==> config.mk <==
export PLATFORM = sky130hd
export DESIGN_NAME = xcvr_rate_seq
export DESIGN_NICKNAME = d
export VERILOG_FILES = /design/src/rtl/xrs_pkg.sv /design/src/rtl/xrs_rate_rom.sv /design/src/rtl/xrs_step_mux.sv /design/src/rtl/xrs_wait_timer.sv /design/src/rtl/xcvr_rate_seq.sv
export SDC_FILE = /design/constraint.sdc
export NUM_CORES = 1
export LEC_CHECK = 0
export BUFFER_PORTS_ARGS = -buffer_cell sky130_fd_sc_hd__buf_4
export CAP_MARGIN = 20
export CORE_AREA = 2 2 80 82
export CTS_BUF_LIST = sky130_fd_sc_hd__clkbuf_4
export DETAILED_ROUTE_END_ITERATION = 12
export DIE_AREA = 0 0 82 84
export PLACE_DENSITY_LB_ADDON = 0.15
export SYNTH_ARGS = -nofsm -noshare
export SYNTH_HDL_FRONTEND = slang
export SYNTH_SLANG_ARGS = --single-unit
==> constraint.sdc <==
create_clock -name clk -period 2.7 [get_ports clk]
set_clock_uncertainty 0.2 [all_clocks]
set_input_delay 0.54 -clock clk [delete_from_list [all_inputs] [get_ports clk]]
set_output_delay 0.54 -clock clk [all_outputs]
set_load 0.01 [all_outputs]
==> src/rtl/xrs_pkg.sv <==
package xrs_pkg;

    typedef enum logic [3:0] {
        ST_IDLE,
        ST_LOOKUP,
        ST_ISSUE,
        ST_AWAIT,
        ST_PLLRST,
        ST_LOCKWAIT,
        ST_KICK,
        ST_FINISH,
        ST_FAULT
    } seq_state_t;

    localparam int NUM_STEPS = 7;
    localparam logic [7:0] PLL_FB_ADDR  = 8'h36;
    localparam logic [7:0] CH_DIV_ADDR  = 8'h88;
    localparam logic [7:0] CDR_BASE     = 8'hA8;

endpackage

==> src/rtl/xrs_rate_rom.sv <==
module xrs_rate_rom #(
    parameter int DW = 16
) (
    input  logic [3:0]    code,
    output logic          valid,
    output logic          hi_rate,
    output logic [DW-1:0] fb_word,
    output logic [DW-1:0] div_word,
    output logic [DW-1:0] cdr_mid,
    output logic [DW-1:0] cdr_tail
);
    logic [1:0] div_log;   // log2 of channel divide
    logic       fb100;

    always_comb begin
        valid   = 1'b1;
        fb100   = 1'b0;
        div_log = 2'd0;
        case (code)
            4'd1:    div_log = 2'd3;
            4'd2:    div_log = 2'd2;
            4'd3:    begin div_log = 2'd2; fb100 = 1'b1; end
            4'd5:    div_log = 2'd1;
            4'd6:    begin div_log = 2'd1; fb100 = 1'b1; end
            4'd10:   div_log = 2'd0;
            4'd12:   begin div_log = 2'd0; fb100 = 1'b1; end
            default: valid = 1'b0;
        endcase
    end

    assign hi_rate  = valid && (div_log == 2'd0);
    assign fb_word  = fb100 ? DW'(16'h0170) : DW'(16'h0120);
    assign div_word = DW'({2'b00, div_log, 2'b00, div_log});
    assign cdr_mid  = DW'(16'h1000 | (16'h0040 >> div_log));
    assign cdr_tail = hi_rate ? DW'(16'h000B) : DW'(16'h0003);
endmodule

==> src/rtl/xrs_step_mux.sv <==
module xrs_step_mux
    import xrs_pkg::*;
#(
    parameter int AW = 8,
    parameter int DW = 16
) (
    input  logic [2:0]    step,
    input  logic [DW-1:0] fb_word,
    input  logic [DW-1:0] div_word,
    input  logic [DW-1:0] cdr_mid,
    input  logic [DW-1:0] cdr_tail,
    output logic          to_pll,
    output logic [AW-1:0] addr,
    output logic [DW-1:0] data
);
    always_comb begin
        to_pll = (step == 3'd0);
        addr   = AW'(CDR_BASE + 8'(step) - 8'd2);
        data   = '0;
        case (step)
            3'd0: begin addr = AW'(PLL_FB_ADDR); data = fb_word; end
            3'd1: begin addr = AW'(CH_DIV_ADDR); data = div_word; end
            3'd2: data = DW'(16'h0020);
            3'd3: data = cdr_mid;
            3'd4: data = DW'(16'h23FF);
            3'd5: data = '0;
            default: data = cdr_tail;
        endcase
    end
endmodule

==> src/rtl/xrs_wait_timer.sv <==
module xrs_wait_timer #(
    parameter int TW = 16
) (
    input  logic          clk,
    input  logic          rst_n,
    input  logic          clear,
    input  logic [TW-1:0] limit,
    output logic          expired
);
    logic [TW-1:0] cnt;

    always_ff @(posedge clk) begin
        if (!rst_n || clear)
            cnt <= '0;
        else if (cnt != '1)
            cnt <= cnt + 1'b1;
    end

    assign expired = (cnt >= limit);
endmodule

==> src/rtl/xcvr_rate_seq.sv <==
module xcvr_rate_seq
    import xrs_pkg::*;
#(
    parameter int AW = 8,
    parameter int DW = 16,
    parameter int TW = 16
) (
    input  logic          clk,
    input  logic          rst_n,
    input  logic          start,
    input  logic [3:0]    rate_code,
    input  logic [TW-1:0] timeout_cycles,
    output logic [AW-1:0] pll_addr,
    output logic [DW-1:0] pll_wdata,
    output logic          pll_wr,
    output logic          pll_rd,
    input  logic          pll_ready,
    input  logic [DW-1:0] pll_rdata,
    output logic [AW-1:0] ch_addr,
    output logic [DW-1:0] ch_wdata,
    output logic          ch_wr,
    output logic          ch_rd,
    input  logic          ch_ready,
    input  logic [DW-1:0] ch_rdata,
    output logic          pll_reset,
    input  logic          pll_locked,
    output logic          tx_restart,
    output logic          rx_restart,
    output logic          up_clk_reset,
    output logic          up_double_rate,
    output logic          busy,
    output logic          done,
    output logic          error
);
    localparam logic [2:0] LAST_STEP = 3'(NUM_STEPS - 1);

    seq_state_t    state, nxt;
    logic [3:0]    code_q;
    logic [2:0]    step;
    logic          tbl_valid, tbl_hi;
    logic [DW-1:0] fb_word, div_word, cdr_mid, cdr_tail;
    logic          to_pll;
    logic [AW-1:0] acc_addr;
    logic [DW-1:0] acc_data;
    logic          port_ready, expired, in_wait;
    logic          unused_rdata;

    assign unused_rdata = ^{pll_rdata, ch_rdata};

    xrs_rate_rom #(.DW(DW)) u_rom (
        .code(code_q), .valid(tbl_valid), .hi_rate(tbl_hi),
        .fb_word(fb_word), .div_word(div_word),
        .cdr_mid(cdr_mid), .cdr_tail(cdr_tail)
    );

    xrs_step_mux #(.AW(AW), .DW(DW)) u_mux (
        .step(step), .fb_word(fb_word), .div_word(div_word),
        .cdr_mid(cdr_mid), .cdr_tail(cdr_tail),
        .to_pll(to_pll), .addr(acc_addr), .data(acc_data)
    );

    assign in_wait = (state == ST_AWAIT) || (state == ST_LOCKWAIT);

    xrs_wait_timer #(.TW(TW)) u_tmr (
        .clk(clk), .rst_n(rst_n), .clear(!in_wait),
        .limit(timeout_cycles), .expired(expired)
    );

    assign port_ready = to_pll ? pll_ready : ch_ready;

    // next-state logic
    always_comb begin
        nxt = state;
        unique case (state)
            ST_IDLE:     if (start) nxt = ST_LOOKUP;
            ST_LOOKUP:   nxt = tbl_valid ? ST_ISSUE : ST_FAULT;
            ST_ISSUE:    nxt = ST_AWAIT;
            ST_AWAIT:
                if (port_ready)  nxt = (step == LAST_STEP) ? ST_PLLRST : ST_ISSUE;
                else if (expired) nxt = ST_FAULT;
            ST_PLLRST:   nxt = ST_LOCKWAIT;
            ST_LOCKWAIT:
                if (pll_locked)  nxt = ST_KICK;
                else if (expired) nxt = ST_FAULT;
            ST_KICK:     nxt = ST_FINISH;
            ST_FINISH:   nxt = ST_IDLE;
            ST_FAULT:    nxt = ST_IDLE;
            default:     nxt = ST_IDLE;
        endcase
    end

    // state register and sequencing state
    always_ff @(posedge clk) begin
        if (!rst_n) begin
            state          <= ST_IDLE;
            code_q         <= '0;
            step           <= '0;
            error          <= 1'b0;
            up_double_rate <= 1'b0;
        end else begin
            state <= nxt;
            if (state == ST_IDLE && start) begin
                code_q <= rate_code;
                step   <= '0;
                error  <= 1'b0;
            end
            if (state == ST_LOOKUP && tbl_valid)
                up_double_rate <= tbl_hi;
            if (state == ST_AWAIT && port_ready && step != LAST_STEP)
                step <= step + 3'd1;
            if (state == ST_FAULT)
                error <= 1'b1;
        end
    end

    // outputs decoded from state
    always_comb begin
        busy       = !(state == ST_IDLE || state == ST_FINISH);
        pll_wr     = (state == ST_ISSUE) &&  to_pll;
        ch_wr      = (state == ST_ISSUE) && !to_pll;
        pll_reset  = (state == ST_PLLRST);
        tx_restart = (state == ST_KICK);
        rx_restart = (state == ST_KICK);
        done       = (state == ST_FINISH);
        pll_rd     = 1'b0;
        ch_rd      = 1'b0;
        pll_addr   = acc_addr;
        pll_wdata  = acc_data;
        ch_addr    = acc_addr;
        ch_wdata   = acc_data;
    end

    assign up_clk_reset = busy;
endmodule

== After elaboration in Yosys (flattened, before gate mapping) ==
Cells that the tools add are included.

* Bits of input ports: 58
* Word-level logic and storage cells: 78
* Register bits: 29
* Output and inout bits: 60

* Order comparisons: 1
* Reductions and logical operators: 23
* Eq/ne operators: 24
* Muxes and demuxes: 19
* Add/sub/neg operators: 4
* Shifts and indexed selects: 1

{| class="wikitable"
|+ Operators by type and width
! cell !! number
|-
| one-hot mux 16 bit (6 select lines) || 1
|-
| one-hot mux 4 bit (7 select lines) || 1
|-
| equality test 4 x 3 -> 1 bit, second input constant || 6
|-
| two-way mux 4 bit || 6
|-
| adder 16 x 1 -> 16 bit, second input constant || 1
|-
| equality test 4 x 2 -> 1 bit, second input constant || 4
|-
| >= comparator 16 bit || 1
|-
| inequality test 16 bit, second input constant || 1
|-
| one-hot mux 8 bit (2 select lines) || 1
|-
| right shift 7 x 2 -> 16 bit, first input constant || 1
|-
| equality test 4 bit, second input constant || 3
|-
| equality test 3 bit, second input constant || 3
|-
| two-way mux 3 bit || 3
|-
| adder 8 x 3 -> 8 bit, first input constant || 1
|-
| equality test 4 x 1 -> 1 bit, second input constant || 2
|-
| subtractor 8 x 2 -> 8 bit, second input constant || 1
|-
| logical AND 1 bit || 7
|-
| two-way mux 7 bit || 1
|-
| OR reduction 7 bit || 1
|-
| equality test 3 x 2 -> 1 bit, second input constant || 2
|-
| one-hot mux 2 bit (3 select lines) || 1
|-
| two-way mux 1 bit || 5
|-
| zero test 1 bit || 4
|-
| zero test 4 bit || 1
|-
| other kinds (10) || 14
|}

== Logic depth before layout (Yosys ltp) ==
Gate-level depths: netlist of the first run.

* Depth after elaboration: 7
* Depth in mapped cells: 9
* Depth with buffers taken out: 8

== Cells and area by module ==
A second synthesis of the first run with hierarchy kept.

* Cell total of the unflattened synthesis: 445
* Area, all modules: 3452.1 um^2

{| class="wikitable"
|+ Modules (own cells, without submodules)
! module !! sequential area each (um^2) !! times used !! cells each !! area an instance (um^2)
|-
| xrs_wait_timer || 320.3 || 1 || 153 || 1228.7
|-
| xcvr_rate_seq || 260.2 || 1 || 119 || 1014.7
|-
| xrs_rate_rom || 0.0 || 1 || 83 || 614.3
|-
| xrs_step_mux || 0.0 || 1 || 90 || 594.3
|}

== Worst setup path after synthesis of the first run ==
No wires, ideal clock.

* Path kind: register to output
* From: register step[1]
* To: output pll_wdata[6]
* Cell stages (with the launch flop): 8
* Data required time: 1960 ps
* Setup slack: 321 ps
* Arrival time: 1639 ps
* Cells stage by stage: dfxtp_1 inv_1 ha_1 clkbuf_1 a21boi_0 a31oi_1 a21oi_1 buf_4

* Cells in the longest elaborated chain, start to end: 2
* Elaborated cells between the ends (all ways): 7
* Those cells by class: 5 x eq/ne; 1 x mux; 1 x reduce/logical

{| class="wikitable"
|+ Ends and longest elaborated chain
! item !! line !! source
|-
| from (decl) || xcvr_rate_seq.sv:39 || <nowiki>logic [2:0] step;</nowiki>
|-
| from (signal assigned) || xcvr_rate_seq.sv:110 || <nowiki>step <= step + 3'd1;</nowiki>
|-
| equality test 3 bit, or another cell as far along || xrs_step_mux.sv:20 || <nowiki>case (step)</nowiki>
|-
| one-hot mux 16 bit (6 select lines) (*) || xrs_step_mux.sv:20 ||
|-
| to (decl) || xcvr_rate_seq.sv:14 || <nowiki>output logic [DW-1:0] pll_wdata,</nowiki>
|}

Every way passes the cells marked *; elsewhere a longest branch is shown, timed or not.

== Worst setup path after layout of the first run ==
* From: register step[1]
* To: output pll_wdata[4]

Same word-level chain as after synthesis.

==> impl_metrics.env, run 1 <==
export IMPL_rrSetupSlack_ns=0.46
export IMPL_gp_congestion=0.7934
export IMPL_grt_pass1_wl_um=9432
export IMPL_clkPwrFrac=0.375
export IMPL_reg2reg_from="u_tmr.cnt[0]$_SDFFE_PP0P_"
export IMPL_core_um2=6096
export IMPL_relSlewSlack=0.6618
export IMPL_r2r_end="state[1]$_SDFFE_PN0P_"
export IMPL_final_common_cell="buf_4"
export IMPL_io_buffer_count=73
export IMPL_hp_start="rate_code[3]"
export IMPL_num_rows=29
export IMPL_finalInstanceArea_um2=3029
export IMPL_combPwrFrac=0.150
export IMPL_path_max_fanout=10
export IMPL_dieArea_um2=6888
export IMPL_syn_area_um2=2547
export IMPL_postRouteAntennaNets=0
export IMPL_hp_class="in -> reg"
export IMPL_layout_cells_non_filler=453
export IMPL_power_leakage_nw=1.424
export IMPL_nets=455
export IMPL_timing_final_max_slew_violations=0
export IMPL_syn_avg_cell_area_um2=7.720
export IMPL_final_setup_viol_count=0
export IMPL_cts_num_sinks=29
export IMPL_antenna_found_initial=0
export IMPL_drv_cap=0
export IMPL_placed_area_um2=2929
export IMPL_via_count=2312
export IMPL_min_to="code_q[3]$_SDFFE_PN0P_"
export IMPL_p_sw_frac=0.2704
export IMPL_seqPwrFrac=0.474
export IMPL_dieHeight_um=84
export IMPL_viasPerCell=5.104
export IMPL_clkTransAtPathRegs_ns=0.10
export IMPL_track_usage=0.1730
export IMPL_grt_pass1_vias=1982
export IMPL_tightest_slew_ns=0.5035
export IMPL_drtPass1Iterations=4
export IMPL_min_path_cells=3
export IMPL_required_ns=1.96
export IMPL_synth_seq_area_share=0.2279
export IMPL_cts_htree_levels=2
export IMPL_ys_ff_latch=29
export IMPL_layout_common_cells="76 x buf_4, 28 x inv_1, 25 x nor2_1"
export IMPL_finalPower_mw=0.9562
export IMPL_initial_core_util=0.4179
export IMPL_worst_endpoint_arrival_ns=1.82
export IMPL_p_sw_mw=0.2585
export IMPL_pin_count=118
export IMPL_grt_max_degree=17
export IMPL_ctsHoldBuffers=0
export IMPL_drt_first_iter_violations=84
export IMPL_ys_flop_type="dfxtp_1"
export IMPL_tns_ns=0
export IMPL_worst_slack_ns=0.1398
export IMPL_synth_top_area_cell="dfxtp_1"
export IMPL_syn2layout_area_growth_pct=18.91
export IMPL_dieWidth_um=82
export IMPL_root_buffer="clkbuf_4"
export IMPL_critPathLaunchType="flop"
export IMPL_netlist_area_leader_share=0.2279
export IMPL_drc=0
export IMPL_clock_latency_ns=0.33
export IMPL_reg2reg_depth=7
export IMPL_cts_tree="built"
export IMPL_crit_type="reg -> out"
export IMPL_cellPowerDensity_nw_per_um2=315.7
export IMPL_nFillCells=626
export IMPL_async_reset_ff_frac=0
export IMPL_finalHoldViolCount=0
export IMPL_intPower_mw=0.6977
export IMPL_fmax_mhz=390.6
export IMPL_multiInputGateArea_um2=1584
export IMPL_cts_buffer_depth=2
export IMPL_rsz0062_at_grt="false"
export IMPL_yosysWarnings=0
export IMPL_routed_wl_um=5754
export IMPL_synth_area_leaders="dfxtp_1 23%, ha_1 11%, buf_4 11%"
export IMPL_post_route_period_util=0.9482
export IMPL_cts_buffers=5
export IMPL_overflow=0
export IMPL_ir_worst_vdd_v=0.0001724
export IMPL_period_needed_ns=2.560
export IMPL_netlist_instances=330
export IMPL_drive_gt1_frac=0.2846
export IMPL_endpoint_kind="primary output"
export IMPL_ff_latch_area_um2=590.6
export IMPL_synth_cell_types=55
export IMPL_status="completed"
export IMPL_detail_route_wl_per_cell_um=12.70
export IMPL_num_antenna_cells=0
export IMPL_dp_slack_ns=0.3339
export IMPL_synth_edf_count=0
export IMPL_dpl_hpwl_um=4440
export IMPL_place_inst=445
==> state kept, by name, summed over array words and instances (netlist names) <==
signal          flops
error               1
u_tmr.cnt          16
state               4
code_q              4
step                3
up_double_rate      1
==> cells in the mapped netlist, types with 7 or more instances <==
master / n
a21oi_1: 21
nor2_1: 26
dfxtp_1: 29
and3_1: 7
inv_1: 29
nand4_1: 9
nand3_1: 18
a31oi_1: 8
buf_4: 36
nor3_1: 7
ha_1: 22
clkbuf_1: 7
nand2_1: 13
nand2b_1: 7
xor2_1: 7
==> metrics by stage <==
stage | util | hold slack [ns]
4_1_cts | 0.4936 | 0.2487
3_3_place_gp | 0.4805 | 0.2665
6_report | 0.4969 | 0.2652
2_1_floorplan | - | 0.2768
5_1_grt | 0.4969 | 0.2489
3_5_place_dp | 0.4805 | 0.2797
==> per-layer routing <==
layer  global-route usage  share of wire
met1               0.2505           0.47
met4              0.03182         0.0031
met3              0.03571          0.052
met5                    0              0
met2               0.2646           0.47
==> cell type report <==
| type | count | share of cell area |
|---|---|---|
| Multi-Input combinational cell | 234 | 0.5229 |
| Sequential cell | 29 | 0.1950 |
| Timing Repair Buffer | 76 | 0.1884 |
| Inverter | 29 | 0.03594 |
| Tap cell | 77 | 0.03180 |
| Clock inverter | 3 | 0.01363 |
| Clock buffer | 5 | 0.01239 |
==> cells by family (layout without fill, tap and decap cells) <==
group,Yosys count,count (layout),synth area share
fa+ha+maj,22,22,0.1081
xor+xnor,12,12,0.04126
flops,29,29,0.2279
simple gates,119,119,0.2647
compound gates,63,63,0.1616
mux,6,6,0.02407
buf+inv,78,113,0.1709
other cells,1,12,0.001472
==> power by group through the flow <==
stage / clock network (mW) / logic, mW / registers [mW]
after detailed placement: 0 / 0.141 / 0.462
after global placement: 0 / 0.140 / 0.462
after global routing: 0.391 / 0.162 / 0.456
after CTS: 0.374 / 0.142 / 0.452
after floorplan: 0 / 0.118 / 0.447
final: 0.359 / 0.144 / 0.453
==> how the worst max path moves through the flow <==
stage / start / end / slack (ns) / depth (start not counted)
5_1_grt: step[1]$_SDFFE_PN0P_ / pll_wdata[5] / 0.0008 / 6
4_1_cts: code_q[1]$_SDFFE_PN0P_ / pll_wdata[4] / 0.007 / 6
6_report: step[1]$_SDFFE_PN0P_ / pll_wdata[4] / 0.14 / 6
2_1_floorplan: step[1]$_SDFFE_PN0P_ / pll_wdata[6] / 0.32 / 7
3_5_place_dp: step[1]$_SDFFE_PN0P_ / pll_wdata[4] / 0.33 / 6
3_3_place_gp: step[1]$_SDFFE_PN0P_ / ch_wdata[4] / 0.35 / 6
==> worst max-delay path, cell delays in order, from the launching register on <==
cell and delay [ns]:
dfxtp_4 0.39, ha_1 0.19, ha_2 0.20, nor3b_1 0.14, a211o_1 0.29, o311a_1 0.15
buf_4 0.15
==> repair_timing <==
action / 4_1_cts / 5_1_grt
setup endpoints to repair: 4 / 13
pin swaps: 0 / 1
resized for setup: 1 / 12
buffers inserted: 0 / 0
No activity file was read; power rests on OpenSTA's default activity.
==> run 2, diff against run 1 <==
--- a/config.mk
+++ b/config.mk
@@ -7,10 +7,12 @@
 export LEC_CHECK = 0
 export BUFFER_PORTS_ARGS = -buffer_cell sky130_fd_sc_hd__buf_4
 export CAP_MARGIN = 20
-export CORE_AREA = 2 2 80 82
+export CELL_PAD_IN_SITES_DETAIL_PLACEMENT = 0
+export CELL_PAD_IN_SITES_GLOBAL_PLACEMENT = 1
+export CORE_AREA = 3 3 91 93
 export CTS_BUF_LIST = sky130_fd_sc_hd__clkbuf_4
 export DETAILED_ROUTE_END_ITERATION = 12
-export DIE_AREA = 0 0 82 84
+export DIE_AREA = 0 0 94 96
 export PLACE_DENSITY_LB_ADDON = 0.15
 export SYNTH_ARGS = -nofsm -noshare
 export SYNTH_HDL_FRONTEND = slang
==> run 2 against run 1 <==
Against the previous run: register-to-register slack worse by 0.02 ns; global-route usage down 3.7 points; clock power down 30%; critical endpoint is now ch_wdata[4]; count of clock-buffer cells in the layout unchanged; highest routed layer unchanged.
==> impl_metrics.env, run 2 (synthesis results as in run 1) <==
export IMPL_cpPeakStageDelay_ns=0.35
export IMPL_final_common_cell="buf_4"
export IMPL_nets=458
export IMPL_critPathBufInv=1
export IMPL_viasPerCell=4.798
export IMPL_cts_buffer_depth=2
export IMPL_initial_core_util=0.3349
export IMPL_rrSetupSlack_ns=0.44
export IMPL_cp_top_family="adder cells"
export IMPL_relSlewSlack=0.6608
export IMPL_num_antenna_cells=0
export IMPL_ctsHoldBuffers=0
export IMPL_fmax_mhz=389.3
export IMPL_status="completed"
export IMPL_grt_pass1_wl_um=9867
export IMPL_cts_num_sinks=29
export IMPL_cts_setup_buffers=0
export IMPL_crit_type="reg -> out"
export IMPL_power_leakage_nw=1.437
export IMPL_finalHoldViolCount=0
export IMPL_via_count=2308
export IMPL_postRouteAntennaNets=0
export IMPL_syn2layout_area_growth_pct=20.24
export IMPL_required_ns=1.96
export IMPL_gp_congestion=0.7467
export IMPL_largest_register_ffs=16
export IMPL_post_route_period_util=0.9514
export IMPL_track_usage=0.1362
export IMPL_cellPowerDensity_nw_per_um2=278.6
export IMPL_largest_register="u_tmr.cnt"
export IMPL_critPathLaunchType="flop"
export IMPL_antenna_found_initial=0
export IMPL_layout_common_cells="79 x buf_4, 29 x inv_1, 25 x nor2_1"
export IMPL_grt_max_degree=16
export IMPL_top_regs="u_tmr.cnt x16, code_q x4, state x4"
export IMPL_cts_htree_levels=2
export IMPL_dieHeight_um=96
export IMPL_cp_common_cell="ha_1"
export IMPL_clock_latency_ns=0.33
export IMPL_num_rows=32
export IMPL_endpoint_kind="primary output"
export IMPL_hold_slack_ns=0.2600
export IMPL_routed_wl_um=6158
export IMPL_drc=0
export IMPL_ir_worst_vdd_v=0.0001586
export IMPL_finalInstanceArea_um2=3063
export IMPL_final_setup_viol_count=0
export IMPL_core_um2=7607
export IMPL_detail_route_wl_per_cell_um=12.80
export IMPL_finalPower_mw=0.8532
export IMPL_worst_endpoint_arrival_ns=1.83
export IMPL_cts_tree="built"
export IMPL_nFillCells=816
export IMPL_crit_chain="ha_1 > ha_1 > nor3b_1 > a211o_1 > o311a_1 > buf_4"
export IMPL_slowest_stage="dfxtp_2"
export IMPL_drive_gt1_frac=0.2823
export IMPL_overflow=0
export IMPL_tightest_slew_ns=0.5073
export IMPL_cts_buffers=5
export IMPL_drtPass1Iterations=4
export IMPL_path_max_fanout=5
export IMPL_io_buffer_count=73
export IMPL_drt_first_iter_violations=110
export IMPL_dieArea_um2=9024
export IMPL_root_buffer="clkbuf_4"
export IMPL_clkTransAtPathRegs_ns=0.09
export IMPL_timing_final_max_slew_violations=0
export IMPL_tns_ns=0
export IMPL_drv_cap=0
export IMPL_placed_area_um2=2983
export IMPL_pin_count=118
export IMPL_grt_pass1_vias=2036
export IMPL_period_needed_ns=2.569
export IMPL_dpl_hpwl_um=4830
export IMPL_dieWidth_um=94
export IMPL_hp_class="in -> reg"
## run 2: layer usage
| layer | global-route usage | vias to the layer above | routed length, um |
|---|---|---|---|
| li1 | - | 1201 | - |
| met1 | 0.2061 | 1046 | 3153 |
| met2 | 0.1957 | 51 | 2693 |
| met3 | 0.02737 | 10 | 247 |
| met4 | 0.03249 | 0 | 63 |
| met5 | 0 | - | 0 |
## run 2: through the flow
step / setup slack [ns] / util / instances
6_report: 0.1311 / 0.4026 / 481
5_1_grt: -0.01700 / 0.4026 / 481
4_1_cts: 0.03516 / 0.3992 / 481
3_5_place_dp: 0.3406 / 0.3921 / 473
3_3_place_gp: 0.3295 / 0.3921 / 473
2_1_floorplan: 0.3213 / - / 341
## run 2: path summary, 6_finish.rpt
kind                                     from                           to  cells after the start
setup / recovery         step[0]$_SDFFE_PN0P_                  ch_wdata[4]                      6
hold / removal                   rate_code[0]       code_q[0]$_SDFFE_PN0P_                      3
setup reg to reg    u_tmr.cnt[0]$_SDFFE_PP0P_        state[1]$_SDFFE_PN0P_                      7
hold reg to reg   up_double_rate$_SDFFE_PN0P_  up_double_rate$_SDFFE_PN0P_                      2
## run 2: worst min-delay path, cell delays in order
cell     delay (ns)
buf_4          0.08
mux2i_1        0.05
nor2b_1        0.09
## run 2: power breakdown
part           total, mW  switching (mW)  internal, mW
sequential         0.454          0.0190         0.436
combinational      0.149          0.0751        0.0741
clock              0.250           0.156        0.0940
total              0.853           0.250         0.604
## run 2: what timing repair did
action,CTS,global route
hold endpoints to repair,0,0
resized for setup,2,9
endpoints found under the setup margin,4,8
## run 2: cell type report
type                    count  area [um2]  share of cell area
multi-input cells         234        1597              0.5212
repair buffers             79       593.1              0.1936
flip-flops and latches     29       586.8              0.1916
well taps                 102       127.6             0.04167
inverters                  29       108.9             0.03554
clock buffers               5       37.54             0.01225
clock inverters             3       12.51            0.004085
